===== config.mk =====
export PLATFORM = sky130hd
export DESIGN_NAME = contrast_pwm
export DESIGN_NICKNAME = d
export VERILOG_FILES = /design/src/rtl/cpwm_pkg.sv /design/src/rtl/cpwm_regs.sv /design/src/rtl/cpwm_prescaler.sv /design/src/rtl/cpwm_core.sv /design/src/rtl/contrast_pwm.sv
export SDC_FILE = /design/constraint.sdc
export NUM_CORES = 1
export LEC_CHECK = 0
export BUFFER_PORTS_ARGS = -buffer_cell sky130_fd_sc_hd__buf_2
export CAP_MARGIN = 20
export CORE_MARGIN = 1.5
export CORE_UTILIZATION = 40
export DETAILED_ROUTE_END_ITERATION = 16
export HOLD_SLACK_MARGIN = 0.03
export PLACE_DENSITY = 0.63
export SYNTH_ARGS = -nofsm -noshare
export SYNTH_HDL_FRONTEND = slang
export SYNTH_SLANG_ARGS = --single-unit

===== constraint.sdc =====
create_clock -name clk -period 2.2 [get_ports clk]
set_clock_uncertainty 0.1 [all_clocks]
set_input_delay 0.22 -clock clk [delete_from_list [all_inputs] [get_ports clk]]
set_output_delay 0.22 -clock clk [all_outputs]
set_load 0.01 [all_outputs]

===== src/rtl/cpwm_pkg.sv =====
package cpwm_pkg;

   // Prescale select width and the control field layout
   localparam int PSEL_W  = 2;
   localparam int PSEL_LO = 0;
   localparam int INV_BIT = 2;
   localparam int EN_BIT  = 3;
   localparam int CTRL_W  = 4;

   typedef enum logic {
      ADDR_CTRL = 1'b0,
      ADDR_DUTY = 1'b1
   } cpwm_addr_e;

   typedef struct packed {
      logic              en;
      logic              inv;
      logic [PSEL_W-1:0] psel;
   } cpwm_ctrl_t;

endpackage


===== src/rtl/cpwm_regs.sv =====
module cpwm_regs
   import cpwm_pkg::*;
#(
   parameter int               DUTY_W   = 8,
   parameter logic [DUTY_W-1:0] DUTY_RST = 8'hC8
) (
   input  logic              clk,
   input  logic              rst_n,
   input  logic              we,
   input  logic              addr,
   input  logic [DUTY_W-1:0] wdata,
   output logic [DUTY_W-1:0] rdata,
   output cpwm_ctrl_t        ctrl,
   output logic [DUTY_W-1:0] duty
);

   generate
      if (DUTY_W < CTRL_W) begin : g_bad_width
         $error("cpwm_regs: DUTY_W must hold the control word");
      end
   endgenerate

   cpwm_ctrl_t        ctrl_q;
   logic [DUTY_W-1:0] duty_q;

   always_ff @(posedge clk or negedge rst_n) begin
      if (!rst_n) begin
         ctrl_q <= '0;
         duty_q <= DUTY_RST;
      end else if (we) begin
         if (addr == ADDR_CTRL) ctrl_q <= cpwm_ctrl_t'(wdata[CTRL_W-1:0]);
         else                   duty_q <= wdata;
      end
   end

   always_comb begin
      if (addr == ADDR_CTRL) rdata = {{(DUTY_W-CTRL_W){1'b0}}, ctrl_q};
      else                   rdata = duty_q;
   end

   assign ctrl = ctrl_q;
   assign duty = duty_q;

   AST_WR_DUTY: assert property (@(posedge clk) disable iff (!rst_n)
      $past(we && addr == ADDR_DUTY) |-> duty_q == $past(wdata));

endmodule


===== src/rtl/cpwm_prescaler.sv =====
module cpwm_prescaler
   import cpwm_pkg::*;
(
   input  logic              clk,
   input  logic              rst_n,
   input  logic [PSEL_W-1:0] psel,
   output logic              tick
);

   localparam int NSEL  = 1 << PSEL_W;
   localparam int DIV_W = NSEL - 1;

   logic [DIV_W-1:0] div_cnt;
   logic [NSEL-1:0]  cand;

   always_ff @(posedge clk or negedge rst_n) begin
      if (!rst_n) div_cnt <= '0;
      else        div_cnt <= div_cnt + 1'b1;
   end

   generate
      for (genvar s = 0; s < NSEL; s++) begin : g_sel
         if (s == 0) begin : g_div1
            assign cand[s] = 1'b1;
         end else begin : g_divn
            assign cand[s] = &div_cnt[s-1:0];
         end
      end
   endgenerate

   assign tick = cand[psel];

   AST_TICK_GAP: assert property (@(posedge clk) disable iff (!rst_n)
      ($past(tick) && psel != '0 && $stable(psel)) |-> !tick);

endmodule


===== src/rtl/cpwm_core.sv =====
module cpwm_core #(
   parameter int DUTY_W = 8
) (
   input  logic              clk,
   input  logic              rst_n,
   input  logic              en,
   input  logic              inv,
   input  logic              tick,
   input  logic [DUTY_W-1:0] duty_reg,
   output logic              pwm_out
);

   logic [DUTY_W-1:0] cnt;
   logic [DUTY_W-1:0] duty_act;
   logic              wrap;
   logic              raw;
   logic              pwm_q;

   assign wrap = tick && (cnt == {DUTY_W{1'b1}});
   assign raw  = cnt < duty_act;

   always_ff @(posedge clk or negedge rst_n) begin
      if (!rst_n) begin
         cnt      <= '0;
         duty_act <= '0;
      end else if (!en) begin
         cnt      <= '0;
         duty_act <= duty_reg;
      end else if (tick) begin
         cnt <= cnt + 1'b1;
         if (wrap) duty_act <= duty_reg;
      end
   end

   always_ff @(posedge clk or negedge rst_n) begin
      if (!rst_n)   pwm_q <= 1'b0;
      else if (en)  pwm_q <= raw ^ inv;
      else          pwm_q <= inv;
   end

   assign pwm_out = pwm_q;

   AST_DUTY_HOLD: assert property (@(posedge clk) disable iff (!rst_n)
      (en && $past(en) && !$past(wrap)) |-> $stable(duty_act));

   AST_ZERO_IDLE: assert property (@(posedge clk) disable iff (!rst_n)
      (en && !inv && duty_act == '0) |=> !pwm_q);

   AST_DIS_STEADY: assert property (@(posedge clk) disable iff (!rst_n)
      ($past(!en) && $past(!en, 2) && $past(inv) == $past(inv, 2)) |-> $stable(pwm_q));

   AST_CNT_STEP: assert property (@(posedge clk) disable iff (!rst_n)
      (en && $past(en) && $past(tick)) |-> cnt == DUTY_W'($past(cnt) + 1'b1));

endmodule


===== src/rtl/contrast_pwm.sv =====
module contrast_pwm
   import cpwm_pkg::*;
#(
   parameter int               DUTY_W   = 8,
   parameter logic [DUTY_W-1:0] DUTY_RST = 8'hC8
) (
   input  logic              clk,
   input  logic              rst_n,
   input  logic              reg_we,
   input  logic              reg_addr,
   input  logic [DUTY_W-1:0] reg_wdata,
   output logic [DUTY_W-1:0] reg_rdata,
   output logic              pwm_out
);

   cpwm_ctrl_t        ctrl;
   logic [DUTY_W-1:0] duty;
   logic              tick;

   cpwm_regs #(.DUTY_W(DUTY_W), .DUTY_RST(DUTY_RST)) u_regs (
      .clk   (clk),
      .rst_n (rst_n),
      .we    (reg_we),
      .addr  (reg_addr),
      .wdata (reg_wdata),
      .rdata (reg_rdata),
      .ctrl  (ctrl),
      .duty  (duty)
   );

   cpwm_prescaler u_presc (
      .clk   (clk),
      .rst_n (rst_n),
      .psel  (ctrl.psel),
      .tick  (tick)
   );

   cpwm_core #(.DUTY_W(DUTY_W)) u_core (
      .clk      (clk),
      .rst_n    (rst_n),
      .en       (ctrl.en),
      .inv      (ctrl.inv),
      .tick     (tick),
      .duty_reg (duty),
      .pwm_out  (pwm_out)
   );

endmodule


==> flow_summary_export.csv <==
group,metric,value,unit
global_routing,grt_pass1_wl,4.97,mm
sta,relSlewSlack,53.4,%
layout,fin_nets,174,
global_routing,first_global_vias,1113,
layout,antenna_cells,0,
floorplan,dieHeight,65.8,um
global_routing,grt_antenna_before_repair,0,
min_path,holdPathStages,2,
yosys,synth_seq_cells,32,
placed_design,place_inst,192,
clock_network,cts_tree,"built",
power_and_ir_drop,p_leak,0.891,nW
yosys,syn-cell-area,1580,um2
min_path,hold_path.class,"in2reg",
worst_setup_path,worstSetupEndpointType,"register",
worst_setup_path,worstReg2RegStart,"u_presc.div_cnt[0]$_DFF_PN0_",
worst_setup_path,worstPathArrival,2020,ps
placed_design,port_buffers,20,
placed_design,post-dp-hpwl,2.16,mm
yosys,synth_fa_ha_area_share,7.93,%
yosys,yosys-top-cells-area,"dfrtp_1 (46%), mux2_2 (17%), ha_1 (7.9%)",
worst_setup_path,startpoint,"u_presc.div_cnt[0]$_DFF_PN0_",
run_status,status,"complete, no violations",
power_and_ir_drop,p_per_area,879,nW/um2
floorplan,ios,21,
yosys,yosys.area_share.simple,12.1,%
yosys,yosysUniqueCellTypes,28,
global_routing,grt_max_degree,33,
layout,layout-drive-gt1-share,37.9,%
global_routing,grt_usage,15.6,%
floorplan,fp.dieArea,4330,um2
yosys,synth-edff-count,0,
yosys,yosys.area_share.xor_xnor,3.89,%
worst_setup_path,crit_family,"compound AO/OA/AOI/OAI gates",
sta,setup_tns,0,ps
yosys,async_flop_share,100,%
clock_network,cts_sinks,32,
worst_setup_path,cp_common_cell,"ha_1",
placed_design,postPlaceCellArea,1740,um2
layout,final_area,1860,um2
sta,max_freq,512,MHz
worst_setup_path,startpoint_type,"register",
yosys,synth-compound-area-share,4.36,%
clock_network,cts_made_buffers,5,
clock_network,post_cts_buffers,0,
yosys,synth_seq_area_share,51.0,%
worst_setup_path,endpoint,"u_core.duty_act[6]$_DFFE_PN0P_",
sta,post-route-min-period,1960,ps
detailed_routing,drt_first_iter_violations,27,
clock_network,clk_latency,280,ps
run,cap_violations,0,
yosys,yosysWarnings,0,
worst_setup_path,reg2reg_depth,7,
floorplan,die_w,65.8,um
power_and_ir_drop,ir_drop,0.583,mV
worst_setup_path,max_stage_delay,380,ps
detailed_routing,drtPass1Iterations,4,
floorplan,rows,22,
worst_setup_path,rr_endpoint,"u_core.duty_act[6]$_DFFE_PN0P_",
worst_setup_path,cp_slowest_cell,"mux2_2",
detailed_routing,ant_nets,0,
worst_setup_path,path_buf_inv,0,
worst_setup_path,critPathKind,"reg2reg",
clock_network,root_buffer,"clkbuf_8",
placed_design,finalWeightedCongestion,0.697,
yosys,synth.most_common_cell,"dfrtp_1",
sta,finalCritPeriodShare,88.9,%
detailed_routing,postRouteWirelength,2.84,mm
detailed_routing,wl_per_cell,14.1,um
yosys,netlist.area_leader.share,46.0,%
global_routing,gr-total-overflow,0,
layout,final_cells,201,
sta,setup_viol,0,
floorplan,initial_utilization,42.5,%
yosys,avgSynthCellArea,12.6,um2
yosys,netlist_instances,125,
yosys,synthFlopType,"dfrtp_1",
yosys,synth_common_cells,"dfrtp_1 (29), mux2_2 (24), and2_1 (11)",
yosys,synth_top_family_by_area,"multiplexers",
detailed_routing,viasPerCell,4.90,
sta,grt_setup_unrepaired,"no",
clock_network,clk_path_buf_depth,2,
yosys,synthMuxAreaShare,18.4,%
clock_network,clk_pin_slew,70,ps
floorplan,coreArea,3720,um2
layout,syn2layout_area_growth,17.6,%
layout,fin_util,49.9,%
sta,worst_pin_slew,700,ps
yosys,synth.net_count,147,
worst_setup_path,path_cells,"ha_1, ha_1, mux2i_1, a21oi_2, nand2_4, o21ai_4, mux2_2",
worst_setup_path,required,2260,ps
worst_setup_path,critPathMaxFanout,8,
clock_network,h-tree-depth,2,
sta,slew_violations,0,
worst_setup_path,reg2reg_slack,240,ps
yosys,synth_top_cell_by_area,"dfrtp_1",
worst_setup_path,cp.depth,7,
detailed_routing,route.vias.total,984,
detailed_routing,drc,0,
sta,finalHoldViolations,0,
## layout make-up
cell class / instances / area, um2
multi-input combinational: 83 / 736
inverter: 8 / 30.0
timing repair buffer: 22 / 118
clock buffer: 6 / 72.6
tap: 48 / 60.1
clock inverter: 2 / 35.0
fill: 349 / 1860
sequential: 32 / 805
## how the worst min path moves through the flow
stage / from / endpoint / slack (ps)
global route: reg_wdata[4] / u_regs.duty[4]$_DFFE_PN0P_ / 60
detailed placement: rst_n / u_core.pwm_out$_DFF_PN0_ / 210
CTS: reg_wdata[4] / u_regs.duty[4]$_DFFE_PN0P_ / 60
global placement: rst_n / u_core.pwm_out$_DFF_PN0_ / 200
floorplan: rst_n / u_core.cnt[0]$_DFFE_PN0P_ / -180
finish: reg_wdata[4] / u_regs.duty[4]$_DFFE_PN0P_ / 70
## power by group
part	internal (W)	switching, W	total (W)
Sequential	0.000687	0.0000849	0.000772
Combinational	0.000176	0.000139	0.000315
Clock	0.000336	0.000209	0.000544
Total	0.00120	0.000433	0.00163
## worst register-to-register path: stages (launching register included)
cell and delay (ps):
dfrtp_1 370, ha_1 170, ha_1 140, mux2i_1 80, a21oi_2 220, nand2_4 100
o21ai_4 280, mux2_2 380
## layer usage
| layer | vias to the layer above | global-route usage (%) | wire [um] |
|---|---|---|---|
| met2 | 16 | 26.3 | 1420 |
| met5 | - | 0 | 0 |
| met3 | 0 | 6.13 | 110 |
| li1 | 489 | - | - |
| met4 | 0 | 3.91 | 0 |
| met1 | 479 | 18.6 | 1310 |
## logic make-up (layout without fill, tap and decap cells)
kind of cell / after synthesis / in the layout
adders and majority gates: 10 / 10
buffers and inverters: 10 / 38
and+or+nand+nor: 32 / 32
AOI/OAI and AO/OA: 8 / 8
DFF: 32 / 32
xor gates and xnor gates: 7 / 7
muxes: 26 / 26
## what timing repair did
action | 4_1_cts | 5_1_grt
resized for setup | 0 | 0
endpoints found under the hold margin | 29 | 0
hold buffers | 1 | 0
## stage by stage
step                      worst slack [ps]  hold slack (ps)  total power (W)
after global routing                  92.0             60.2          0.00174
after floorplan                        224             -176         0.000985
after detailed placement               233              208          0.00110
after global placement                 291              197          0.00108
after CTS                              222             59.5          0.00166
final                                  245             67.7          0.00163
## cell usage in the layout (no fill, tap or decap), types with 2 or more instances in the layout
master,Yosys,layout
dfstp_2,3,3
inv_1,8,8
nor3_1,2,2
nand4_1,3,3
mux2_2,24,24
nand3_1,2,2
nand2_1,4,4
mux2i_1,2,2
dfrtp_1,29,29
o21a_1,2,2
clkbuf_8,0,5
xnor2_1,6,6
a31oi_1,2,2
nor2b_1,2,2
nor2_1,2,2
ha_1,10,10
and2_1,11,11
buf_2,0,20
Power figures use the tool's default switching activity.
